<file path="config.mk">
export PLATFORM = sky130hd
export DESIGN_NAME = imem_nibble_loader
export DESIGN_NICKNAME = d
export VERILOG_FILES = /design/src/rtl/imem_ldr_pkg.sv /design/src/rtl/imem_seq_ctrl.sv /design/src/rtl/imem_addr_dec.sv /design/src/rtl/imem_store.sv /design/src/rtl/imem_nibble_loader.sv
export SDC_FILE = /design/constraint.sdc
export NUM_CORES = 1
export LEC_CHECK = 0
export ABC_AREA = 1
export BUFFER_PORTS_ARGS = -buffer_cell sky130_fd_sc_hd__buf_2
export CAP_MARGIN = 20
export CORE_MARGIN = 2
export CORE_UTILIZATION = 45
export DETAILED_ROUTE_END_ITERATION = 10
export SLEW_MARGIN = 20
export SYNTH_ARGS = -nofsm -noshare
export SYNTH_HDL_FRONTEND = slang
export SYNTH_SLANG_ARGS = --single-unit
</file>
<file path="constraint.sdc">
create_clock -name clk_i -period 1.45 [get_ports clk_i]
set_input_delay 0.145 -clock clk_i [delete_from_list [all_inputs] [get_ports clk_i]]
set_output_delay 0.145 -clock clk_i [all_outputs]
set_load 0.01 [all_outputs]
</file>
<file path="src/rtl/imem_ldr_pkg.sv">
package imem_ldr_pkg;
  typedef enum logic [2:0] {
    ST_IDLE, ST_OPC, ST_OPR, ST_WR, ST_FETCH, ST_RLO, ST_RHI
  } seq_st_e;
endpackage

</file>
<file path="src/rtl/imem_seq_ctrl.sv">
module imem_seq_ctrl
  import imem_ldr_pkg::*;
(
  input  logic    clk_i,
  input  logic    rst_ni,
  input  logic    load_req_i,
  input  logic    read_req_i,
  output seq_st_e state_o,
  output logic    accept_o,
  output logic    load_done_o
);
  seq_st_e st_q, st_d;

  assign accept_o = (st_q == ST_IDLE) && (load_req_i || read_req_i);

  always_comb begin
    st_d = st_q;
    unique case (st_q)
      ST_IDLE:  if (load_req_i) st_d = ST_OPC;       // load wins a tie
                else if (read_req_i) st_d = ST_FETCH;
      ST_OPC:   st_d = ST_OPR;
      ST_OPR:   st_d = ST_WR;
      ST_WR:    st_d = ST_IDLE;
      ST_FETCH: st_d = ST_RLO;
      ST_RLO:   st_d = ST_RHI;
      ST_RHI:   st_d = ST_IDLE;
      default:  st_d = ST_IDLE;
    endcase
  end

  always_ff @(posedge clk_i or negedge rst_ni) begin
    if (!rst_ni) begin
      st_q        <= ST_IDLE;
      load_done_o <= 1'b0;
    end else begin
      st_q        <= st_d;
      load_done_o <= (st_q == ST_WR);
    end
  end

  assign state_o = st_q;
endmodule

</file>
<file path="src/rtl/imem_addr_dec.sv">
module imem_addr_dec #(
  parameter int unsigned DEPTH  = 10,
  parameter int unsigned ADDR_W = 4
) (
  input  logic              clk_i,
  input  logic              rst_ni,
  input  logic              addr_ld_i,
  input  logic [ADDR_W-1:0] addr_i,
  input  logic              wr_stb_i,
  input  logic              rd_stb_i,
  output logic [DEPTH-1:0]  wr_row_o,
  output logic [DEPTH-1:0]  rd_row_o
);
  logic [ADDR_W-1:0] addr_q;

  always_ff @(posedge clk_i or negedge rst_ni) begin
    if (!rst_ni)        addr_q <= '0;
    else if (addr_ld_i) addr_q <= addr_i;
  end

  for (genvar i = 0; i < DEPTH; i++) begin : g_row
    logic hit;
    assign hit         = (addr_q == ADDR_W'(i));
    assign wr_row_o[i] = hit & wr_stb_i;
    assign rd_row_o[i] = hit & rd_stb_i;
  end
endmodule

</file>
<file path="src/rtl/imem_store.sv">
module imem_store #(
  parameter int unsigned DEPTH  = 10,
  parameter int unsigned WORD_W = 8
) (
  input  logic              clk_i,
  input  logic              rst_ni,
  input  logic [DEPTH-1:0]  wr_row_i,
  input  logic [DEPTH-1:0]  rd_row_i,
  input  logic [WORD_W-1:0] wdata_i,
  output logic [WORD_W-1:0] rdata_o
);
  logic [WORD_W-1:0] row_q [DEPTH];

  for (genvar i = 0; i < DEPTH; i++) begin : g_row
    always_ff @(posedge clk_i or negedge rst_ni) begin
      if (!rst_ni)          row_q[i] <= '0;
      else if (wr_row_i[i]) row_q[i] <= wdata_i;
    end
  end

  // and-or mux: no row selected yields zero
  always_comb begin
    rdata_o = '0;
    for (int i = 0; i < DEPTH; i++)
      rdata_o |= row_q[i] & {WORD_W{rd_row_i[i]}};
  end
endmodule

</file>
<file path="src/rtl/imem_nibble_loader.sv">
module imem_nibble_loader
  import imem_ldr_pkg::*;
#(
  parameter int unsigned DEPTH  = 10,
  parameter int unsigned NIB_W  = 4,
  parameter int unsigned ADDR_W = 4
) (
  input  logic              clk_i,
  input  logic              rst_ni,
  input  logic              load_req_i,
  input  logic              read_req_i,
  input  logic [ADDR_W-1:0] addr_i,
  input  logic [NIB_W-1:0]  nib_i,
  output logic [NIB_W-1:0]  nib_o,
  output logic              nib_valid_o,
  output logic              load_done_o,
  output logic              busy_o
);
  localparam int unsigned WORD_W = 2 * NIB_W;

  seq_st_e           state;
  logic              accept;
  logic [DEPTH-1:0]  wr_row, rd_row;
  logic [WORD_W-1:0] in_buf_q, out_buf_q, rdata;

  imem_seq_ctrl u_ctrl (
    .clk_i, .rst_ni, .load_req_i, .read_req_i,
    .state_o(state), .accept_o(accept), .load_done_o
  );

  imem_addr_dec #(.DEPTH(DEPTH), .ADDR_W(ADDR_W)) u_dec (
    .clk_i, .rst_ni,
    .addr_ld_i(accept), .addr_i,
    .wr_stb_i(state == ST_WR), .rd_stb_i(state == ST_FETCH),
    .wr_row_o(wr_row), .rd_row_o(rd_row)
  );

  imem_store #(.DEPTH(DEPTH), .WORD_W(WORD_W)) u_store (
    .clk_i, .rst_ni,
    .wr_row_i(wr_row), .rd_row_i(rd_row),
    .wdata_i(in_buf_q), .rdata_o(rdata)
  );

  always_ff @(posedge clk_i or negedge rst_ni) begin
    if (!rst_ni) begin
      in_buf_q  <= '0;
      out_buf_q <= '0;
    end else begin
      if (state == ST_OPC)   in_buf_q[NIB_W-1:0]      <= nib_i;
      if (state == ST_OPR)   in_buf_q[WORD_W-1:NIB_W] <= nib_i;
      if (state == ST_FETCH) out_buf_q                <= rdata;
    end
  end

  always_comb begin
    unique case (state)
      ST_RLO:  nib_o = out_buf_q[NIB_W-1:0];
      ST_RHI:  nib_o = out_buf_q[WORD_W-1:NIB_W];
      default: nib_o = '0;
    endcase
  end

  assign nib_valid_o = (state == ST_RLO) || (state == ST_RHI);
  assign busy_o      = (state != ST_IDLE);
endmodule

</file>
Word-level counts from Yosys, hierarchy flattened:

Index checks and enable logic that the tools add are counted.

* equality and inequality tests: 16
* multiplexer cells: 4
* bitwise logic cells: 39
* reductions and logical operators: 6

Operators with widths (number)
* 8-bit bitwise AND: 10
* 8-bit bitwise OR: 9
* 1-bit bitwise AND: 20
* 4-bit by 3-bit equality test with 1-bit output, second input constant: 4
* 3-bit case mux with 5 select lines: 1
* 3-bit equality test, second input constant: 3
* 4-bit by 2-bit equality test with 1-bit output, second input constant: 2
* 4-bit equality test, second input constant: 2
* 4-bit case mux with 2 select lines: 1
* 3-bit by 2-bit equality test with 1-bit output, second input constant: 2
* 3-bit two-way mux: 2
* 4-bit by 1-bit equality test with 1-bit output, second input constant: 1
* 4-bit zero test: 1
* 3-bit by 1-bit equality test with 1-bit output, second input constant: 1
* 3-bit zero test: 1
* 3-bit inequality test, second input constant: 1
* 3-bit nonzero test: 1
* 1-bit logical OR: 2
* 1-bit logical AND: 1

* flip-flop bits (word level): 104
* logic and storage cells: 81

Depth between registers and ports, before layout:

Gate-level depths: netlist (run 1).

* depth after elaboration: 12
* depth in mapped cells: 9

Cells and area by module:

Synthesis (run 1) repeated with hierarchy kept, for this count alone.

* cells, all modules: 506
* area total of the unflattened synthesis: 5265.0 um^2

By module, submodules not included
* imem_store: instances 1, cells each 332, area each 3946.3 um^2, sequential area each 2001.9 um^2
* imem_nibble_loader: instances 1, cells each 96, area each 830.8 um^2, sequential area each 400.4 um^2
* imem_addr_dec: instances 1, cells each 56, area each 310.3 um^2, sequential area each 100.1 um^2
* imem_seq_ctrl: instances 1, cells each 22, area each 177.7 um^2, sequential area each 100.1 um^2

Worst setup path before layout (run 1):

OpenSTA, ideal clock, no wires.

* path type: reg2reg
* start: register u_dec.addr_q[1]
* end: register u_store.row_q[71] in the netlist's numbering
* setup time: 0.130 ns
* arrival: 1.338 ns
* data required time: 1.320 ns
* slack: -0.018 ns
* cell stages (with the launch flop): 8
* buffers on the path: 1
* clock period less this slack: 1.468 ns
* path through: dfrtp_1 > inv_1 > nand2_1 > nor2_1 > nand2_1 > buf_2 > nand2_1 > o21ai_0

* cells in the longest elaborated chain, start to end: 2

RTL lines
* from (decl): line imem_addr_dec.sv:14 `logic [ADDR_W-1:0] addr_q;`
* from (signal assigned): line imem_addr_dec.sv:18 `else if (addr_ld_i) addr_q <= addr_i;`
* 4-bit by 1-bit equality test with 1-bit output: line imem_addr_dec.sv:23 `assign hit = (addr_q == ADDR_W'(i));`
* 1-bit bitwise AND: line imem_addr_dec.sv:24 `assign wr_row_o[i] = hit & wr_stb_i;`
* to (signal, indexed assignment): line imem_store.sv:17 `else if (wr_row_i[i]) row_q[i] <= wdata_i;`
* to (decl): line imem_store.sv:12 `logic [WORD_W-1:0] row_q [DEPTH];`

No other way between the ends.
A chain may end at the register's enable or synchronous reset.

Worst setup path in the final report (run 1):

* start: register u_dec.addr_q[2]
* end: register u_store.row_q[75] in the netlist's numbering

* cells in the longest elaborated chain, start to end: 2

RTL lines (line)
* 4-bit zero test: imem_addr_dec.sv:23
* 1-bit bitwise AND: imem_addr_dec.sv:24

No other way between the ends.

==> results of run 1 <==
## flip-flops by register name (all words and copies together), names as in the netlist
register,count
u_ctrl.load_done_o,1
in_buf_q,8
out_buf_q,8
u_ctrl.state_o,3
u_store.row_q,80
u_dec.addr_q,4
## cell usage in the layout (no fill, tap or decap), types with 13 or more instances in the layout
cell type,Yosys,routed
nand2_1,175,141
nor2_1,50,23
buf_4,1,44
nand3_2,0,14
buf_6,2,29
a21oi_1,20,14
nor2_4,0,19
nand3_1,55,40
nand2_2,1,26
dfrtp_1,104,102
inv_1,40,36
nor2_2,5,13
o21ai_0,80,69
buf_2,5,15
## area by class of cell
| cell class | count | share of cell area |
|---|---|---|
| clock buffer | 10 | 0.0215 |
| multi-input combinational | 397 | 0.344 |
| sequential | 104 | 0.408 |
| timing repair buffer | 102 | 0.156 |
| tap | 133 | 0.0260 |
| clock inverter | 6 | 0.0176 |
| inverter | 43 | 0.0268 |
## worst max-delay path: cells and delay by family, from the launching register on
| family | cells | cell delay [ns] |
|---|---|---|
| flip-flops | 1 | 0.40 |
| AND/OR/NAND/NOR | 4 | 0.58 |
| AO/OA/AOI/OAI | 1 | 0.11 |
| buffers and inverters | 3 | 0.44 |
## cell families after synthesis
logic type,Yosys count
buffers and inverters,57
flip-flops,104
AO/OA/AOI/OAI,107
AND/OR/NAND/NOR,290
## repair_timing
item / 4_1_cts / 5_1_grt
hold buffers: 1 / 0
buffers inserted: 15 / 9
pin swaps: 31 / 31
gates resized for setup: 93 / 80
cloned: 1 / 0
hold endpoints to repair: 25 / 0
endpoints found under the setup margin: 59 / 97
## report_power, final
part / total [mW] / switching [mW] / internal (mW)
clock: 2.23 / 1.03 / 1.20
combinational: 5.10 / 2.98 / 2.12
sequential: 4.70 / 0.734 / 3.96
total: 12.0 / 4.74 / 7.29
## worst paths after layout
check                                start                 to  slack (ns)
max in group asynchronous           rst_ni   u_store.row_q[6]        0.69
min reg2reg                    in_buf_q[4]        in_buf_q[4]        0.49
min in group asynchronous           rst_ni    u_dec.addr_q[3]        0.24
min                             read_req_i  u_ctrl.state_o[2]        0.02
max                        u_dec.addr_q[2]  u_store.row_q[75]       -0.16
max reg2reg                u_dec.addr_q[2]  u_store.row_q[75]       -0.16
## per-layer routing
| layer | part of all wire | track usage | routed length, um | vias to the layer above |
|---|---|---|---|---|
| li1 | - | - | - | 2013 |
| met1 | 0.45 | 0.372 | 6230 | 2049 |
| met2 | 0.48 | 0.404 | 6640 | 141 |
| met4 | 0.025 | 0.0962 | 356 | 0 |
| met3 | 0.053 | 0.0393 | 741 | 28 |
| met5 | 0 | 0 | 0 | - |
## stage by stage
stage	setup TNS, ns	setup WS (ns)	hold slack, ns
after floorplan	-0.0524	-0.0147	-0.151
after global placement	-3.68	-0.154	0.112
after detailed placement	-4.56	-0.185	0.114
after CTS	-1.44	-0.114	0.000642
after global routing	-9.71	-0.208	0.0191
final	-3.69	-0.160	0.0249
==> results.yml, run 1 <==
worst_hold_path:
  holdPathStages: 3
  hold_class: "primary input to flip-flop"
cts:
  clk_path_buf_depth: 2
  cts-root-buf: "clkbuf_8"
  clk_latency_ns: 0.38
  clock_sinks: 104
  cts.clk_slew.worst_paths_ns: 0.10
  cts_buffers: 9
  h-tree-depth: 3
  tritoncts: "built"
detailed_routing:
  drt-initial-drc-count: 333
  vias_per_cell: 5.32
  vias: 4231
  wl_per_cell_um: 17.6
  firstDrtPassIters: 5
  wirelength_mm: 14.0
  ant_nets: 0
  drcViolationCount: 0
power_and_ir_drop:
  power_density_nw_per_um2: 1880
  power_leakage_nw: 3.09
  vdd_ir_drop_max_uv: 825
  p_total_mw: 12.0
logic_synthesis:
  synth-compound-area-share: 0.118
  synthAdderAreaFrac: 0
  synth_xor_area_frac: 0
  ys_async_sr_fraction: 1.00
  synth_ff_type: "dfrtp_1"
  synth_edf_count: 0
  yosys-top-cells-area: "dfrtp_1 57%, nand2_1 14%, o21ai_0 8.7%"
  ys_types: 20
  synth-simple-area-share: 0.263
  yosys-top-cells-count: "175 x nand2_1, 104 x dfrtp_1, 80 x o21ai_0"
  synth_most_common_cell: "nand2_1"
  mappedNetlistArea_um2: 4590
  synth_top_area_share: 0.567
  synthMuxAreaShare: 0
  seq_area_frac_synth: 0.567
  ys_seq_elements: 104
  yosysWarnings: 0
  synth_area_leader_cell: "dfrtp_1"
  syn_area_per_cell_um2: 8.23
  netlist_instances: 558
  synth_top_family_by_area: "simple AND/OR/NAND/NOR gates"
  syn_nets: 570
finish:
  drive_gt1_frac: 0.337
  layout.cells.non_filler: 795
  ff_latch_area_um2: 2610
  antennaDiodeCount: 0
  multi_input_area_um2: 2200
  nFillCells: 850
  fin_util: 0.651
  final_cell_area_um2: 6390
  syn2layout_area_growth_pct: 39.1
  layout.nets: 669
placed_design:
  postPlaceCellArea_um2: 5380
  dp_hpwl_mm: 9.53
  dp_cells: 756
  place_congestion: 0.890
  port-buffer-count: 18
setup_path:
  crit_slowest_cell: "dfrtp_1"
  crit_arrival_ns: 1.91
  worstSetupPathType: "flip-flop to flip-flop"
  crit_top_cell: "buf_6"
  cpPeakStageDelay_ns: 0.40
  reg2regPathDepth: 8
  cp-end-kind: "flip-flop"
  start_kind: "flip-flop"
  path_cells: "buf_6 -> nor2_4 -> nand2_4 -> nor4_4 -> buf_6 -> buf_8 -> nor2_2 -> a21oi_1"
  critical_path_required_ns: 1.75
  path_max_fanout: 5
sta:
  slew_headroom: 0.671
  rsz0062_at_grt: "yes"
  setup_viol: 82
  hold_violations: 0
  period_share: 1.11
  slew_viol_final: 0
  worst_slew_pin_slew_ns: 0.493
  fmax_mhz: 621
  skew_ns: 0.00930
  min_period_ns: 1.61
  finalWorstSetupSlack_ns: -0.160
die:
  dieArea_um2: 11000
  die_x_um: 105
  num_rows: 36
  core_area_um2: 9820
  initial_core_util: 0.468
  die_h_um: 105
  ioPinCount: 19
grt:
  grt_overflow: 0
  grt_max_degree: 36
  grt_pass1_wl_mm: 22.0
  grt_pass1_vias: 4031
  grtUsageTotal: 0.261
  antenna_found_initial: 0
outcome:
  outcome: "finished with violations"
  violations: "setup timing"
job:
  maxCapViolCount: 0
Power figures use the tool's default switching activity.
==> inputs of run 2 (changes only) <==
Settings changed: ABC_AREA 1 to 0.
==> results.yml, run 2 <==
grt:
  met1_usage: 0.319
  grtUsageTotal: 0.236
  grt_max_degree: 42
  grt_pass1_vias: 3731
  busiest_layer: "met2"
  grt_overflow: 0
  grt_pass1_wl_mm: 20.5
  antenna_found_initial: 0
  grtUsageMet3: 0.0380
  grt_util_met2: 0.386
setup_path:
  critical_path_required_ns: 1.69
  crit_buf_inv: 1
  crit_family: "simple AND/OR/NAND/NOR gates"
  crit_arrival_ns: 1.97
  worstSetupPathType: "flip-flop to flip-flop"
  start_kind: "flip-flop"
  path_max_fanout: 8
  cp-end-kind: "flip-flop"
  crit_slowest_cell: "dfrtp_1"
  cpPeakStageDelay_ns: 0.39
  path_cells: "and3b_2 -> nor3b_4 -> and2b_1 -> buf_12 -> mux2_4"
placed_design:
  dp_hpwl_mm: 8.45
  place_congestion: 0.871
  dp_cells: 573
  postPlaceCellArea_um2: 5580
  port-buffer-count: 18
  place_ws_ns: -0.364
logic_synthesis:
  synth_ff_type: "dfrtp_1"
  synth-compound-area-share: 0.0769
  seq_area_frac_synth: 0.533
  synth_xor_area_frac: 0
  syn_nets: 396
  ys_seq_elements: 104
  synth_top_area_share: 0.533
  synthAdderAreaFrac: 0
  synth_area_leader_cell: "dfrtp_1"
  synth-simple-area-share: 0.114
  mappedNetlistArea_um2: 4880
  yosysWarnings: 0
  synthMuxAreaShare: 0.248
  ys_async_sr_fraction: 1.00
  ys_types: 49
  syn_area_per_cell_um2: 12.7
  yosys-top-cells-area: "dfrtp_1 53%, mux2_2 22%, mux2i_1 2.7%"
  synth_edf_count: 0
  synth_top_family_by_area: "multiplexers"
  yosys-top-cells-count: "104 x dfrtp_1, 94 x mux2_2, 19 x nor2_1"
  netlist_instances: 384
  synth_most_common_cell: "dfrtp_1"
cts:
  clk_path_buf_depth: 2
  cts.clk_slew.worst_paths_ns: 0.10
  clk_latency_ns: 0.36
  clock_sinks: 104
  tritoncts: "built"
  h-tree-depth: 3
  cts_buffers: 9
  cts-root-buf: "clkbuf_8"
detailed_routing:
  vias_per_cell: 5.67
  firstDrtPassIters: 4
  wl_per_cell_um: 21.3
  drcViolationCount: 0
  wirelength_mm: 13.1
  ant_nets: 0
  vias: 3490
  drt-initial-drc-count: 182
die:
  dieArea_um2: 11700
  core_area_um2: 10700
  die_x_um: 108
  ioPinCount: 19
  num_rows: 38
  initial_core_util: 0.456
  die_h_um: 108
finish:
  final_common_cell: "dfrtp_1"
  layout.nets: 483
  top_register: "u_store.row_q"
  syn2layout_area_growth_pct: 37.2
  largest_register_ff_count: 80
  drive_gt1_frac: 0.592
  ff_latch_area_um2: 2610
  final_cell_mix: "100 x dfrtp_1, 56 x mux2_4, 41 x buf_4"
  antennaDiodeCount: 0
  final_cell_area_um2: 6700
  nFillCells: 798
  fin_util: 0.626
  multi_input_area_um2: 2760
  reg_top3: "u_store.row_q x80, in_buf_q x8, out_buf_q x8"
  layout.cells.non_filler: 615
sta:
  hold_violations: 0
  finalWorstSetupSlack_ns: -0.282
  worst_slew_pin_slew_ns: 0.471
  rsz0062_at_grt: "yes"
  skew_ns: 0.0139
  slew_viol_final: 0
  fmax_mhz: 577
  setup_viol: 98
  slew_headroom: 0.686
  whs_ns: 0.0210
  period_share: 1.19
  min_period_ns: 1.73
job:
  maxCapViolCount: 0
power_and_ir_drop:
  power_density_nw_per_um2: 2130
  power_leakage_nw: 3.01
  vdd_ir_drop_max_uv: 1060
outcome:
  violations: "setup timing"
  outcome: "finished with violations"
worst_hold_path:
  hold_class: "primary input to flip-flop"
==> run 2: where the power goes <==
group	internal [mW]	switching (mW)	total, mW
Combinational	4.14	3.08	7.23
Clock	0.713	0.969	1.68
Sequential	4.11	1.25	5.36
==> run 2: path summary, 6_finish.rpt <==
| check | startpoint | endpoint | slack (ns) | cells after the start |
|---|---|---|---|---|
| min in group asynchronous | rst_ni | u_store.row_q[56] | 0.23 | 2 |
| setup reg to reg | u_ctrl.state_o[2] | u_store.row_q[52] | -0.28 | 5 |
| max in group asynchronous | rst_ni | in_buf_q[2] | 0.65 | 3 |
| hold / removal | addr_i[0] | u_dec.addr_q[0] | 0.02 | 2 |
| setup / recovery | u_ctrl.state_o[2] | u_store.row_q[52] | -0.28 | 5 |
| hold reg to reg | u_store.row_q[11] | u_store.row_q[11] | 0.51 | 1 |
==> run 2: routing by layer <==
layer	share of wire	vias to the layer above	wire length, um
li1	-	1573	-
met3	0.028	25	361
met4	0.032	0	414
met5	0	-	0
met1	0.45	1825	5930
met2	0.49	67	6370
==> run 2: cell type report <==
| cell class | instances | share of cell area |
|---|---|---|
| clock buffer | 11 | 0.0226 |
| clock inverter | 4 | 0.00430 |
| multi-input combinational | 253 | 0.412 |
| sequential | 104 | 0.389 |
| tap | 140 | 0.0262 |
| timing repair buffer | 103 | 0.146 |
==> run 2: logic make-up after synthesis <==
logic type      after synthesis
mux                         108
flops                       104
simple gates                 92
compound gates               53
buf+inv                      27
==> run 2: metrics by stage <==
step	setup TNS [ns]	power, mW
6_report	-16.72	14.3
5_1_grt	-21.34	15.0
4_1_cts	-13.47	13.6
3_5_place_dp	-22.08	10.2
3_3_place_gp	-20.28	10.0
2_1_floorplan	-8.99	8.15
==> run 2: repair_timing <==
| action | CTS | global route |
|---|---|---|
| setup endpoints to repair | 102 | 106 |
| gates resized for setup | 133 | 42 |
| gates cloned | 2 | 0 |
| hold endpoints to repair | 21 | 0 |
| hold buffers | 1 | 0 |
| pin swaps | 32 | 26 |
| setup buffers | 18 | 7 |
==> inputs of run 3 (changes only) <==
Settings changed: ABC_CLOCK_PERIOD_IN_PS set to 1450, HOLD_SLACK_MARGIN set to 0.12.
==> results.yml, run 3 (synthesized netlist as in run 2, its figures left out) <==
outcome:
  outcome: "finished with violations"
  violations: "setup timing"
sta:
  rsz0062_at_grt: "yes"
  skew_ns: 0.0149
  min_period_ns: 1.74
  period_share: 1.20
  fmax_mhz: 576
  slew_headroom: 0.686
  whs_ns: 0.167
  finalWorstSetupSlack_ns: -0.286
  worst_slew_pin_slew_ns: 0.471
  hold_violations: 0
  setup_viol: 101
  slew_viol_final: 0
  setup-tns-final_ns: -17.04
setup_path:
  worstSetupPathType: "flip-flop to flip-flop"
  start_kind: "flip-flop"
  path_max_fanout: 8
  crit_arrival_ns: 1.98
  critical_path_required_ns: 1.69
  path_cells: "and3b_2 -> nor3b_4 -> and2b_1 -> buf_12 -> mux2_4"
  cpPeakStageDelay_ns: 0.39
  cp-end-kind: "flip-flop"
  crit_slowest_cell: "dfrtp_1"
finish:
  final_cell_area_um2: 6780
  reg_top3: "u_store.row_q x80, in_buf_q x8, out_buf_q x8"
  drive_gt1_frac: 0.581
  largest_register_ff_count: 80
  syn2layout_area_growth_pct: 39.0
  final_cell_mix: "100 x dfrtp_1, 55 x mux2_4, 41 x buf_4"
  top_register: "u_store.row_q"
  final_common_cell: "dfrtp_1"
  layout.cells.non_filler: 624
  fin_util: 0.634
  antennaDiodeCount: 0
  layout.nets: 492
placed_design:
  place_congestion: 0.871
  postPlaceCellArea_um2: 5580
  place_ws_ns: -0.364
  dp_cells: 573
  dp_hpwl_mm: 8.45
  port-buffer-count: 18
detailed_routing:
  ant_nets: 0
  wl_per_cell_um: 21.0
  firstDrtPassIters: 4
  drcViolationCount: 0
  drt-initial-drc-count: 192
  vias: 3549
  wirelength_mm: 13.1
  vias_per_cell: 5.69
cts:
  clk_latency_ns: 0.36
  cts_buffers: 9
  clock_sinks: 104
  cts-root-buf: "clkbuf_8"
  cts.clk_slew.worst_paths_ns: 0.10
  h-tree-depth: 3
  clk_path_buf_depth: 2
  tritoncts: "built"
grt:
  antenna_found_initial: 0
  grt_overflow: 0
  grt_pass1_wl_mm: 20.5
  grt_pass1_vias: 3755
  grtUsageTotal: 0.237
  grt_max_degree: 42
worst_hold_path:
  hold_class: "primary input to flip-flop"
power_and_ir_drop:
  power_density_nw_per_um2: 2100
  vdd_ir_drop_max_uv: 1070
  p_total_mw: 14.3
  power_leakage_nw: 3.05
die:
  die_h_um: 108
  num_rows: 38
  core_area_um2: 10700
  die_x_um: 108
  initial_core_util: 0.456
  dieArea_um2: 11700
  ioPinCount: 19
job:
  maxCapViolCount: 0
[run 3: path summary, 6_finish.rpt]
check | from | end | slack, ns | depth (start not counted)
worst max-delay path | u_ctrl.state_o[2] | u_store.row_q[52] | -0.29 | 5
worst min-delay path | load_req_i | u_ctrl.state_o[0] | 0.17 | 3
worst max register to register | u_ctrl.state_o[2] | u_store.row_q[52] | -0.29 | 5
worst min register to register | u_store.row_q[11] | u_store.row_q[11] | 0.51 | 1
max in group asynchronous | rst_ni | in_buf_q[2] | 0.65 | 3
min in group asynchronous | rst_ni | u_store.row_q[56] | 0.23 | 2
[run 3: report_power, final]
part / switching (mW) / total, mW / leakage, nW / internal [mW]
clock: 0.967 / 1.68 / 0.0878 / 0.713
combinational: 3.08 / 7.23 / 1.61 / 4.15
sequential: 1.25 / 5.36 / 1.35 / 4.11
[run 3: what timing repair did]
action,4_1_cts,5_1_grt
hold buffers,10,0
resized for setup,133,41
setup buffers,18,7
hold endpoints to repair,117,0
pin swaps,32,27
setup endpoints to repair,102,106
gates cloned,2,0
[run 3: routing by layer]
metal / track usage / routed length (um) / up-vias
met5: 0 / 0 / -
met3: 0.0368 / 521 / 26
li1: - / - / 1586
met2: 0.389 / 6440 / 98
met4: 0.0815 / 368 / 0
met1: 0.321 / 5800 / 1839
[run 3: area by class of cell]
| cell class | instances | area [um^2] |
|---|---|---|
| flip-flops and latches | 104 | 2610 |
| multi-input cells | 253 | 2760 |
| clock inverters | 4 | 28.8 |
| clock buffers | 11 | 151 |
| well taps | 140 | 175 |
| repair buffers | 112 | 1070 |
| fillers | 787 | 3910 |
[run 3: worst max-delay path, delay by kind of cell (launching register included)]
kind | cells | cell delay, ns
buf+inv | 1 | 0.16
flops | 1 | 0.39
mux | 1 | 0.30
simple gates | 3 | 0.76
